===== config.mk =====
export PLATFORM = sky130hd
export DESIGN_NAME = uart_fifo_irq_unit
export DESIGN_NICKNAME = d
export VERILOG_FILES = /design/src/rtl/uart_fifo_irq_unit.sv
export SDC_FILE = /design/constraint.sdc
export NUM_CORES = 1
export LEC_CHECK = 0
export BUFFER_PORTS_ARGS = -buffer_cell sky130_fd_sc_hd__buf_2
export CAP_MARGIN = 20
export CORE_ASPECT_RATIO = 1.2
export CORE_MARGIN = 2
export CORE_UTILIZATION = 55
export DETAILED_ROUTE_END_ITERATION = 10
export PLACE_DENSITY = 0.74
export SETUP_SLACK_MARGIN = 0.05
export SLEW_MARGIN = 30
export SYNTH_ARGS = -nofsm -noshare
export SYNTH_HDL_FRONTEND = slang
export SYNTH_SLANG_ARGS = --single-unit

===== constraint.sdc =====
create_clock -name clk -period 5.8 [get_ports clk]
set_input_delay 0.58 -clock clk [delete_from_list [all_inputs] [get_ports clk]]
set_output_delay 0.58 -clock clk [all_outputs]
set_load 0.03 [all_outputs]

===== src/rtl/uart_fifo_irq_unit.sv =====
module uart_fifo_irq_unit #(
  parameter int RX_DEPTH     = 16,
  parameter int TX_DEPTH     = 8,
  parameter int DATA_W       = 8,
  parameter int IDLE_CHARS   = 4,
  parameter int SWRST_CYCLES = 4
) (
  input  logic                             clk,
  input  logic                             rst_n,
  input  logic                             rx_push,
  input  logic [DATA_W-1:0]                rx_char,
  input  logic                             rx_brk,
  input  logic                             rx_fer,
  input  logic                             rx_per,
  input  logic                             rx_pop,
  output logic [DATA_W-1:0]                rx_data,
  input  logic                             tx_push,
  input  logic [DATA_W-1:0]                tx_char,
  input  logic                             tx_pop,
  output logic [DATA_W-1:0]                tx_data,
  output logic [$clog2(TX_DEPTH+1)-1:0]    tx_count,
  input  logic                             char_tick,
  input  logic                             reg_we,
  input  logic [1:0]                       reg_sel,
  input  logic [15:0]                      reg_wdata,
  output logic [15:0]                      status,
  output logic [15:0]                      fifo_ctrl,
  output logic                             irq
);
  localparam int RXAW = $clog2(RX_DEPTH);
  localparam int TXAW = $clog2(TX_DEPTH);
  localparam int RXCW = $clog2(RX_DEPTH + 1);
  localparam int TXCW = $clog2(TX_DEPTH + 1);
  localparam int SWW  = $clog2(SWRST_CYCLES + 1);
  localparam int IDW  = $clog2(IDLE_CHARS + 1);
  localparam int EW   = DATA_W + 4;
  localparam logic [1:0] SEL_CTRL = 2'd0, SEL_EN = 2'd1, SEL_STAT = 2'd2;

  logic [EW-1:0]     rx_mem [RX_DEPTH];
  logic [DATA_W-1:0] tx_mem [TX_DEPTH];
  logic [RXAW-1:0]   rx_wp, rx_rp;
  logic [TXAW-1:0]   tx_wp, tx_rp;
  logic [RXCW-1:0]   rx_cnt, rx_lvl;
  logic [TXCW-1:0]   tx_cnt, tx_lvl, tx_free;
  logic [SWW-1:0]    sw_cnt;
  logic [IDW-1:0]    idle;
  logic [1:0]        rx_lvl_sel, tx_lvl_sel;
  logic              tie, rie, rdis, tdis, tout;
  logic              busy, ctrl_wr, en_wr, st_wr, sw_go, wipe;
  logic              rx_clr, tx_clr, rx_full, tx_full;
  logic              rx_enq, rx_deq, rx_ovr, tx_enq, tx_deq, rx_empty;
  logic [EW-1:0]     head;
  logic              wd_unused;

  assign busy    = sw_cnt != '0;
  assign ctrl_wr = reg_we & (reg_sel == SEL_CTRL) & ~busy;
  assign en_wr   = reg_we & (reg_sel == SEL_EN) & ~busy;
  assign st_wr   = reg_we & (reg_sel == SEL_STAT) & ~busy;
  assign sw_go   = ctrl_wr & reg_wdata[15];
  assign wipe    = busy | sw_go;
  assign rx_clr  = wipe | (ctrl_wr & reg_wdata[0] & reg_wdata[1]);
  assign tx_clr  = wipe | (ctrl_wr & reg_wdata[0] & reg_wdata[2]);
  assign wd_unused = ^{reg_wdata[14], reg_wdata[11:10], reg_wdata[6:5]};

  assign rx_full  = rx_cnt == RXCW'(RX_DEPTH);
  assign rx_empty = rx_cnt == '0;
  assign rx_deq   = rx_pop & ~busy & ~rx_empty;
  assign rx_enq   = rx_push & ~busy & (~rx_full | rx_deq);
  assign rx_ovr   = rx_push & ~busy & rx_full & ~rx_deq;
  assign tx_full  = tx_cnt == TXCW'(TX_DEPTH);
  assign tx_deq   = tx_pop & ~busy & (tx_cnt != '0);
  assign tx_enq   = tx_push & ~busy & (~tx_full | tx_deq);
  assign tx_free  = TXCW'(TX_DEPTH) - tx_cnt;

  always_comb begin
    case (rx_lvl_sel)
      2'd0:    rx_lvl = RXCW'(1);
      2'd1:    rx_lvl = RXCW'(4);
      2'd2:    rx_lvl = RXCW'(8);
      default: rx_lvl = RXCW'(12);
    endcase
    case (tx_lvl_sel)
      2'd0:    tx_lvl = TXCW'(1);
      2'd1:    tx_lvl = TXCW'(4);
      default: tx_lvl = TXCW'(8);
    endcase
  end

  always_ff @(posedge clk or negedge rst_n) begin
    if (!rst_n) begin
      rx_wp <= '0; rx_rp <= '0; rx_cnt <= '0;
    end else if (rx_clr) begin
      rx_wp <= '0; rx_rp <= '0; rx_cnt <= '0;
    end else begin
      if (rx_enq) rx_wp <= rx_wp + RXAW'(1);
      if (rx_deq) rx_rp <= rx_rp + RXAW'(1);
      case ({rx_enq, rx_deq})
        2'b10:   rx_cnt <= rx_cnt + RXCW'(1);
        2'b01:   rx_cnt <= rx_cnt - RXCW'(1);
        default: rx_cnt <= rx_cnt;
      endcase
    end
  end

  always_ff @(posedge clk) begin
    if (!rx_clr && rx_enq)
      rx_mem[rx_wp] <= {rx_brk, rx_fer, rx_per, 1'b0, rx_char};
    else if (!rx_clr && rx_ovr)
      rx_mem[rx_wp - RXAW'(1)][DATA_W] <= 1'b1;
  end

  always_ff @(posedge clk or negedge rst_n) begin
    if (!rst_n) begin
      tx_wp <= '0; tx_rp <= '0; tx_cnt <= '0;
    end else if (tx_clr) begin
      tx_wp <= '0; tx_rp <= '0; tx_cnt <= '0;
    end else begin
      if (tx_enq) tx_wp <= tx_wp + TXAW'(1);
      if (tx_deq) tx_rp <= tx_rp + TXAW'(1);
      case ({tx_enq, tx_deq})
        2'b10:   tx_cnt <= tx_cnt + TXCW'(1);
        2'b01:   tx_cnt <= tx_cnt - TXCW'(1);
        default: tx_cnt <= tx_cnt;
      endcase
    end
  end

  always_ff @(posedge clk) begin
    if (!tx_clr && tx_enq) tx_mem[tx_wp] <= tx_char;
  end

  always_ff @(posedge clk or negedge rst_n) begin
    if (!rst_n) begin
      sw_cnt <= '0;
      rx_lvl_sel <= '0; tx_lvl_sel <= '0;
      tie <= 1'b0; rie <= 1'b0;
    end else begin
      if (sw_go) sw_cnt <= SWW'(SWRST_CYCLES);
      else if (busy) sw_cnt <= sw_cnt - SWW'(1);
      if (sw_go) begin
        rx_lvl_sel <= '0; tx_lvl_sel <= '0;
        tie <= 1'b0; rie <= 1'b0;
      end else begin
        if (ctrl_wr) begin
          rx_lvl_sel <= reg_wdata[8:7];
          tx_lvl_sel <= reg_wdata[4:3];
        end
        if (en_wr) begin
          tie <= reg_wdata[13];
          rie <= reg_wdata[12];
        end
      end
    end
  end

  always_ff @(posedge clk or negedge rst_n) begin
    if (!rst_n) begin
      rdis <= 1'b0; tdis <= 1'b0; tout <= 1'b0;
    end else if (wipe) begin
      rdis <= 1'b0; tdis <= 1'b0; tout <= 1'b0;
    end else begin
      rdis <= (rdis & (~st_wr | reg_wdata[7])) | (rx_cnt >= rx_lvl);
      tdis <= (tdis & (~st_wr | reg_wdata[8])) | (tie & (tx_free >= tx_lvl));
      tout <= (tout & (~st_wr | reg_wdata[9])) |
              ((idle == IDW'(IDLE_CHARS)) & ~rx_empty & (rx_cnt < rx_lvl));
    end
  end

  always_ff @(posedge clk or negedge rst_n) begin
    if (!rst_n) idle <= '0;
    else if (rx_clr || rx_empty || (rx_push && !busy)) idle <= '0;
    else if (char_tick && idle != IDW'(IDLE_CHARS)) idle <= idle + IDW'(1);
  end

  assign head      = rx_mem[rx_rp];
  assign rx_data   = head[DATA_W-1:0];
  assign tx_data   = tx_mem[tx_rp];
  assign tx_count  = tx_cnt;
  assign status    = {head[EW-1] & ~rx_empty, rx_empty, head[EW-2] & ~rx_empty,
                      head[EW-3] & ~rx_empty, head[DATA_W] & ~rx_empty, 1'b0,
                      tout, tdis, rdis, 2'b00, 5'(rx_cnt)};
  assign fifo_ctrl = {busy, 6'b0, rx_lvl_sel, 2'b00, tx_lvl_sel, 3'b000};
  assign irq       = tdis | (rie & (rdis | tout));
endmodule



Word level (Yosys, flattened, before mapping)
Memories as Yosys holds them, arrays and structs flattened.
Cells that the tools add are included.
{"block": "totals", "romBits": 0, "n_memories": 2, "out_inout_bits": 53, "word_cells": 161, "latchBits": 0, "regBits": 38, "mem_bits_rw": 256, "in_bits": 45}
{"name": "rx_mem", "depth": 16, "word_bits": 12, "read_ports": 1, "rd_clocked_by_memory_dff": 0, "wr": 1, "line": "39", "rtl": "logic [EW-1:0] rx_mem [RX_DEPTH];"}
{"name": "tx_mem", "depth": 8, "word_bits": 8, "read_ports": 1, "rd_clocked_by_memory_dff": 0, "wr": 1, "line": "40", "rtl": "logic [DATA_W-1:0] tx_mem [TX_DEPTH];"}
{"block": "op_classes", "n_reduce_logical": 27, "mux": 39, "multipliers": 0, "shift": 0, "n_addsub": 12, "bitwise": 50, "div": 0, "n_lt_le_gt_ge": 3, "eq_ne": 13}
{"op": "AND 1 bit", "count": 31}
{"op": "two-way mux 3 bit", "count": 8}
{"op": "two-way mux 4 bit", "count": 6}
{"op": "case mux 4 bit (2 select lines)", "count": 2}
{"op": "nonzero test 2 bit", "count": 8}
{"op": "two-way mux 1 bit", "count": 14}
{"op": "bitwise OR 1 bit", "count": 13}
{"op": "adder 4 x 1 -> 4 bit, second input constant", "count": 3}
{"op": "two-way mux 12 bit", "count": 1}
{"op": "case mux 4 bit (3 select lines)", "count": 1}
{"op": "OR reduction 12 bit", "count": 1}
{"op": "equality test 2 x 1 -> 1 bit, second input constant", "count": 5}
{"op": "two-way mux 2 bit", "count": 5}
{"op": "case mux 5 bit (2 select lines)", "count": 1}
{"op": "adder 3 x 1 -> 3 bit, second input constant", "count": 3}
{"op": "nonzero test 3 bit", "count": 3}
{"op": "equality test 2 bit, second input constant", "count": 4}
{"op": "subtractor 4 x 1 -> 4 bit, second input constant", "count": 2}
{"op": "zero test 2 bit", "count": 3}
{"op": "inverter 1 bit", "count": 6}
{"op": "adder 5 x 1 -> 5 bit, second input constant", "count": 1}
{"op": "equality test 5 bit, second input constant", "count": 1}
{"op": "greater-or-equal comparator 5 x 4 -> 1 bit", "count": 1}
{"op": "logical AND 1 bit", "count": 5}
{"op": "13 further kinds", "count": 16}

Longest topological paths before layout
{"block": "depth", "ltp_word": 13, "depth_mapped": 12, "ltp_nobuf": 12}

Worst setup path before layout
Ideal clock, no wire load.
{"block": "synth_timing", "path_kind": "reg2reg", "start": "reg tx_cnt[0], in the netlist tx_count[0]", "end": "mem tx_mem[0][0], enable pin", "period_less_slack_ns": 2.875, "setup_time_ns": 0.383, "required_ns": 5.417, "path_stages_with_launch": 7, "path_buffers": 0, "arrival_time_ns": 2.491, "path_slack_ns": 2.925, "cell_sequence": "dfrtp_1 inv_1 ha_1 nor2b_1 a21oi_1 or3b_1 nor3_1"}
{"block": "synth_between", "elab_chain_len": 7, "elab_cells_between_ends": 9, "cone_classes": "eq/ne: 1; mux: 2; bitwise: 4; reduce/logical: 2"}
{"element": "from (decl)", "line": "44", "rtl": "logic [TXCW-1:0] tx_cnt, tx_lvl, tx_free;"}
{"element": "from (signal assigned)", "line": "121", "rtl": "2'b10: tx_cnt <= tx_cnt + TXCW'(1);"}
{"element": "from (signal assigned)", "line": "122", "rtl": "2'b01: tx_cnt <= tx_cnt - TXCW'(1);"}
{"element": "from (signal assigned)", "line": "123", "rtl": "default: tx_cnt <= tx_cnt;"}
{"element": "nonzero test 4 bit / equality test 4 bit (equally long branches)", "line": "71, 70"}
{"element": "AND 1 bit / inverter 1 bit (equally long branches)", "line": "71, 72"}
{"element": "bitwise OR 1 bit *", "line": "72", "rtl": "assign tx_enq = tx_push & ~busy & (~tx_full | tx_deq);"}
{"element": "AND 1 bit *", "line": "72"}
{"element": "logical AND 1 bit *", "line": "129", "rtl": "if (!tx_clr && tx_enq) tx_mem[tx_wp] <= tx_char;"}
{"element": "two-way mux 1 bit *", "line": "129"}
{"element": "two-way mux 1 bit (not written as such) *", "line": "129"}
{"element": "to (decl)", "line": "40"}
Mark *: on every way between the ends. The rest lies on a longest branch, timed or not.

Worst setup path after layout
{"block": "layout_timing", "start": "reg sw_cnt[1]", "end": "mem tx_mem[4][1], enable pin"}
{"block": "layout_between", "elab_chain_len": 10, "elab_cells_between_ends": 17, "cone_classes": "mux: 2; bitwise: 12; reduce/logical: 3"}
{"element": "from (decl)", "line": "45", "rtl": "logic [SWW-1:0] sw_cnt;"}
{"element": "from (signal assigned)", "line": "138", "rtl": "if (sw_go) sw_cnt <= SWW'(SWRST_CYCLES);"}
{"element": "from (signal assigned)", "line": "139", "rtl": "else if (busy) sw_cnt <= sw_cnt - SWW'(1);"}
{"element": "nonzero test 3 bit *", "line": "55", "rtl": "assign busy = sw_cnt != '0;"}
{"element": "inverter 1 bit", "line": "56, 71, 72"}
{"element": "AND 1 bit", "line": "56", "rtl": "assign ctrl_wr = reg_we & (reg_sel == SEL_CTRL) & ~busy;"}
{"element": "AND 1 bit, on equally long branches", "line": "59, 62"}
{"element": "bitwise OR 1 bit / AND 1 bit (equally long branches)", "line": "60, 62"}
{"element": "bitwise OR 1 bit", "line": "62", "rtl": "assign tx_clr = wipe | (ctrl_wr & reg_wdata[0] & reg_wdata[2]);"}
{"element": "zero test 1 bit", "line": "129"}
{"element": "logical AND 1 bit *", "line": "129"}
{"element": "two-way mux 1 bit *", "line": "129"}
{"element": "two-way mux 1 bit (not written as such) *", "line": "129"}
Marked as above.

==> impl_metrics.tcl <==
set metrics [dict create \
    outcome "finished, final reports clean" \
    die_area_um2 24370 \
    use_met2_pct 36.39 \
    grt_util_met3_pct 3.387 \
    critical_path_class "reg -> reg" \
    cts_tree "yes" \
    root_buffer "clkbuf_16" \
    power.switching_w 0.001140 \
    synth_top_cell_by_area "edfxtp_1" \
    ir_worst_vdd_uv 252.8 \
    slew-limit-headroom_pct 38.72 \
    grt_busiest_layer "met2" \
    ios 98 \
    cp_max_fo 15 \
    drive_above_1_share_pct 27.71 \
    worst_slew_pin_slew_ps 915.8 \
    fin_tns_setup_ps 0 \
    clock_sinks 294 \
    rows 60 \
    critical_path_buf_inv_count 2 \
    pwr-share-seq_pct 49.8 \
    synth_seq_cells 294 \
    cap_violations 0 \
    syn_area_per_cell_um2 17.08 \
    clockBufferDepth 3 \
    seqCellArea_um2 8643 \
    gp_congestion 0.8011 \
    cts_resized 0 \
    skew_ps 10.50 \
    syn_inst 745 \
    finalWorstSetupSlack_ps 2275 \
    fp.dieW_um 142.8 \
    p_per_area_nw_per_um2 332.9 \
    fillers 1582 \
    numCtsBuffers 28 \
    critPathSlowestCell "nor2_1" \
    synth_top_area_share_pct 60.42 \
    grt_pass1_vias 7005 \
    synth_area_leaders "edfxtp_1 (60%), mux4_2 (13%), dfrtp_1 (7.5%), nor2_1 (2.2%), ha_1 (2.1%)" \
    routed_via_density 5.883 \
    ys_types 62 \
    num_vias 6877 \
    dp_hpwl_um 15920 \
    period_needed_ps 3525 \
    fp.dieH_um 170.6 \
    synthArstFlopShare_pct 12.93 \
    intPower_w 0.003657 \
    core-area_um2 22600 \
    crit_chain "inv_1 -> ha_1 -> and2b_1 -> inv_2 -> a21oi_1 -> o21ai_1 -> or3b_1 -> nor2_1" \
    synth_mux_area_share_pct 14.71 \
    critPathLaunchType "register" \
    layout_worst_path_cycle_share_pct 60.78 \
    synth_top_family_by_area "multiplexers" \
    wire_per_inst_um 21.80 \
    rsz0062_at_grt "no" \
    crit_family "simple AND/OR/NAND/NOR gates" \
    setup_viol 0 \
    worstPathArrival_ps 3680 \
    synth_edf_count 256 \
    fin_nets 905 \
    switching_share_pct 23.76 \
    hp-class "in -> async" \
    synth_warnings 0 \
    syn_to_final_growth_pct 13.28 \
    use_met1_pct 28.45 \
    yosys.area_share.simple_pct 6.589 \
    ys_top_cells_by_count "edfxtp_1 (256), nor2_1 (75), mux4_2 (72)" \
    htree_levels 1 \
    grt_pass1_wl_um 39560 \
    synth_compound_area_share_pct 4.160 \
    grt_max_degree 52 \
    diodes 0 \
    port_buffers 78 \
    holdBufCountCts 0 \
    ant_nets 0 \
    yosysMostFrequentCell "edfxtp_1" \
    worstPathRequired_ps 5960 \
    insertion_delay_ps 540 \
    track_usage_pct 21.43 \
    drt_iter0_markers 402 \
    synthXorXnorAreaFrac_pct 1.446 \
    synth_ff_type "edfxtp_1" \
    start_util_pct 56.30 \
    drt_first_pass_iters 5 \
    end_kind "register" \
    slowest_delay_ps 730 \
    cts_setup_buffers 0 \
    overflow 0 \
    fmax_mhz 283.7 \
    wirelength_um 25490 \
    synth_seq_area_share_pct 67.90 \
    cts.clk_slew.worst_paths_ps 70 \
    synthAdderAreaFrac_pct 2.380 \
    antenna_found_initial 0 \
    place_ws_ps 2283 \
    slew_viol_final 0 \
    route.detailed.drc 0 \
    leakage_nw 4.858 \
    pwr-share-clk_pct 39.6 \
    hold_viol 0 \
    p_comb_share_pct 10.5 \
    syn_area_um2 12720 \
    multiInputGateArea_um2 3787 \
]
[path summary, 6_finish.rpt]
path / from / to / slack [ps] / cells past startpoint
hold / removal: rst_n / tie$_DFFE_PN0P_ / 10 / 1
setup reg to reg: sw_cnt[1]$_DFFE_PN0N_ / tx_mem[4][1]$_DFFE_PP_ / 2270 / 8
setup / recovery: sw_cnt[1]$_DFFE_PN0N_ / tx_mem[4][1]$_DFFE_PP_ / 2270 / 8
min in group clk: reg_wdata[13] / tie$_DFFE_PN0P_ / 290 / 2
hold reg to reg: sw_cnt[0]$_DFFE_PN0N_ / sw_cnt[0]$_DFFE_PN0N_ / 470 / 1
max in group asynchronous: rst_n / tx_rp[0]$_DFFE_PN0P_ / 5420 / 1
[cell usage in the layout (no fill, tap or decap), drive strengths merged, types with 13 or more instances in the layout]
master / synthesis / routed
mux2i: 16 / 16
ha: 21 / 21
and2: 13 / 13
xnor2: 13 / 13
edfxtp: 256 / 256
a21oi: 18 / 18
nand2: 22 / 22
mux4: 72 / 72
dfrtp: 38 / 38
conb: 1 / 14
nor2: 75 / 75
inv: 21 / 21
clkbuf: 17 / 32
o21ai: 17 / 17
buf: 33 / 99
[routing by layer]
layer | vias up | wire (µm)
met4 | 0 | 755
met1 | 3527 | 10490
met2 | 229 | 12840
li1 | 3063 | -
met5 | - | 0
met3 | 58 | 1400
[stage by stage]
stage	utilization [%]	cell area (µm²)	power, W	hold slack, ps	cells
after CTS	63.77	14410	0.004829	173.4	1169
final	63.78	14410	0.004797	11.42	1169
after detailed placement	59.50	13450	0.002941	465.6	1117
after global placement	59.47	13440	0.002915	458.9	1117
after floorplan	-	12770	0.002806	284.4	758
after global routing	63.78	14410	0.004958	35.86	1169
[logic make-up (layout without fill, tap and decap cells)]
| family | Yosys count | in the layout |
|---|---|---|
| AO/OA/AOI/OAI | 72 | 72 |
| AND/OR/NAND/NOR | 167 | 167 |
| flip-flops | 294 | 294 |
| other | 1 | 14 |
| multiplexers | 96 | 96 |
| buffers and inverters | 71 | 172 |
| adder cells (fa/ha/maj) | 23 | 23 |
| XOR/XNOR | 21 | 21 |
[cell type report]
type	instances	area share [%]
multi-input combinational	393	26.28
sequential	294	59.98
tap	310	2.691
clock inverter	20	1.571
timing repair buffer	99	3.820
clock buffer	32	5.114
inverter	21	0.5470
[power by group through the flow]
stage	logic [W]	clock network, W	registers (W)
after floorplan	0.000352	0	0.00245
after global placement	0.000485	0	0.00243
after detailed placement	0.000507	0	0.00243
after CTS	0.000510	0.00193	0.00239
after global routing	0.000562	0.00200	0.00240
final	0.000506	0.00190	0.00239
[sequential cells by signal, indices dropped and copies added (netlist names)]
signal      flops
rx_mem        192
tx_mem         64
rx_cnt          5
rx_rp           4
rx_wp           4
tx_count        4
idle            3
sw_cnt          3
tx_rp           3
tx_wp           3
rx_lvl_sel      2
tx_lvl_sel      2
rdis            1
rie             1
tdis            1
tie             1
tout            1
(Power assumes the default switching activity.)
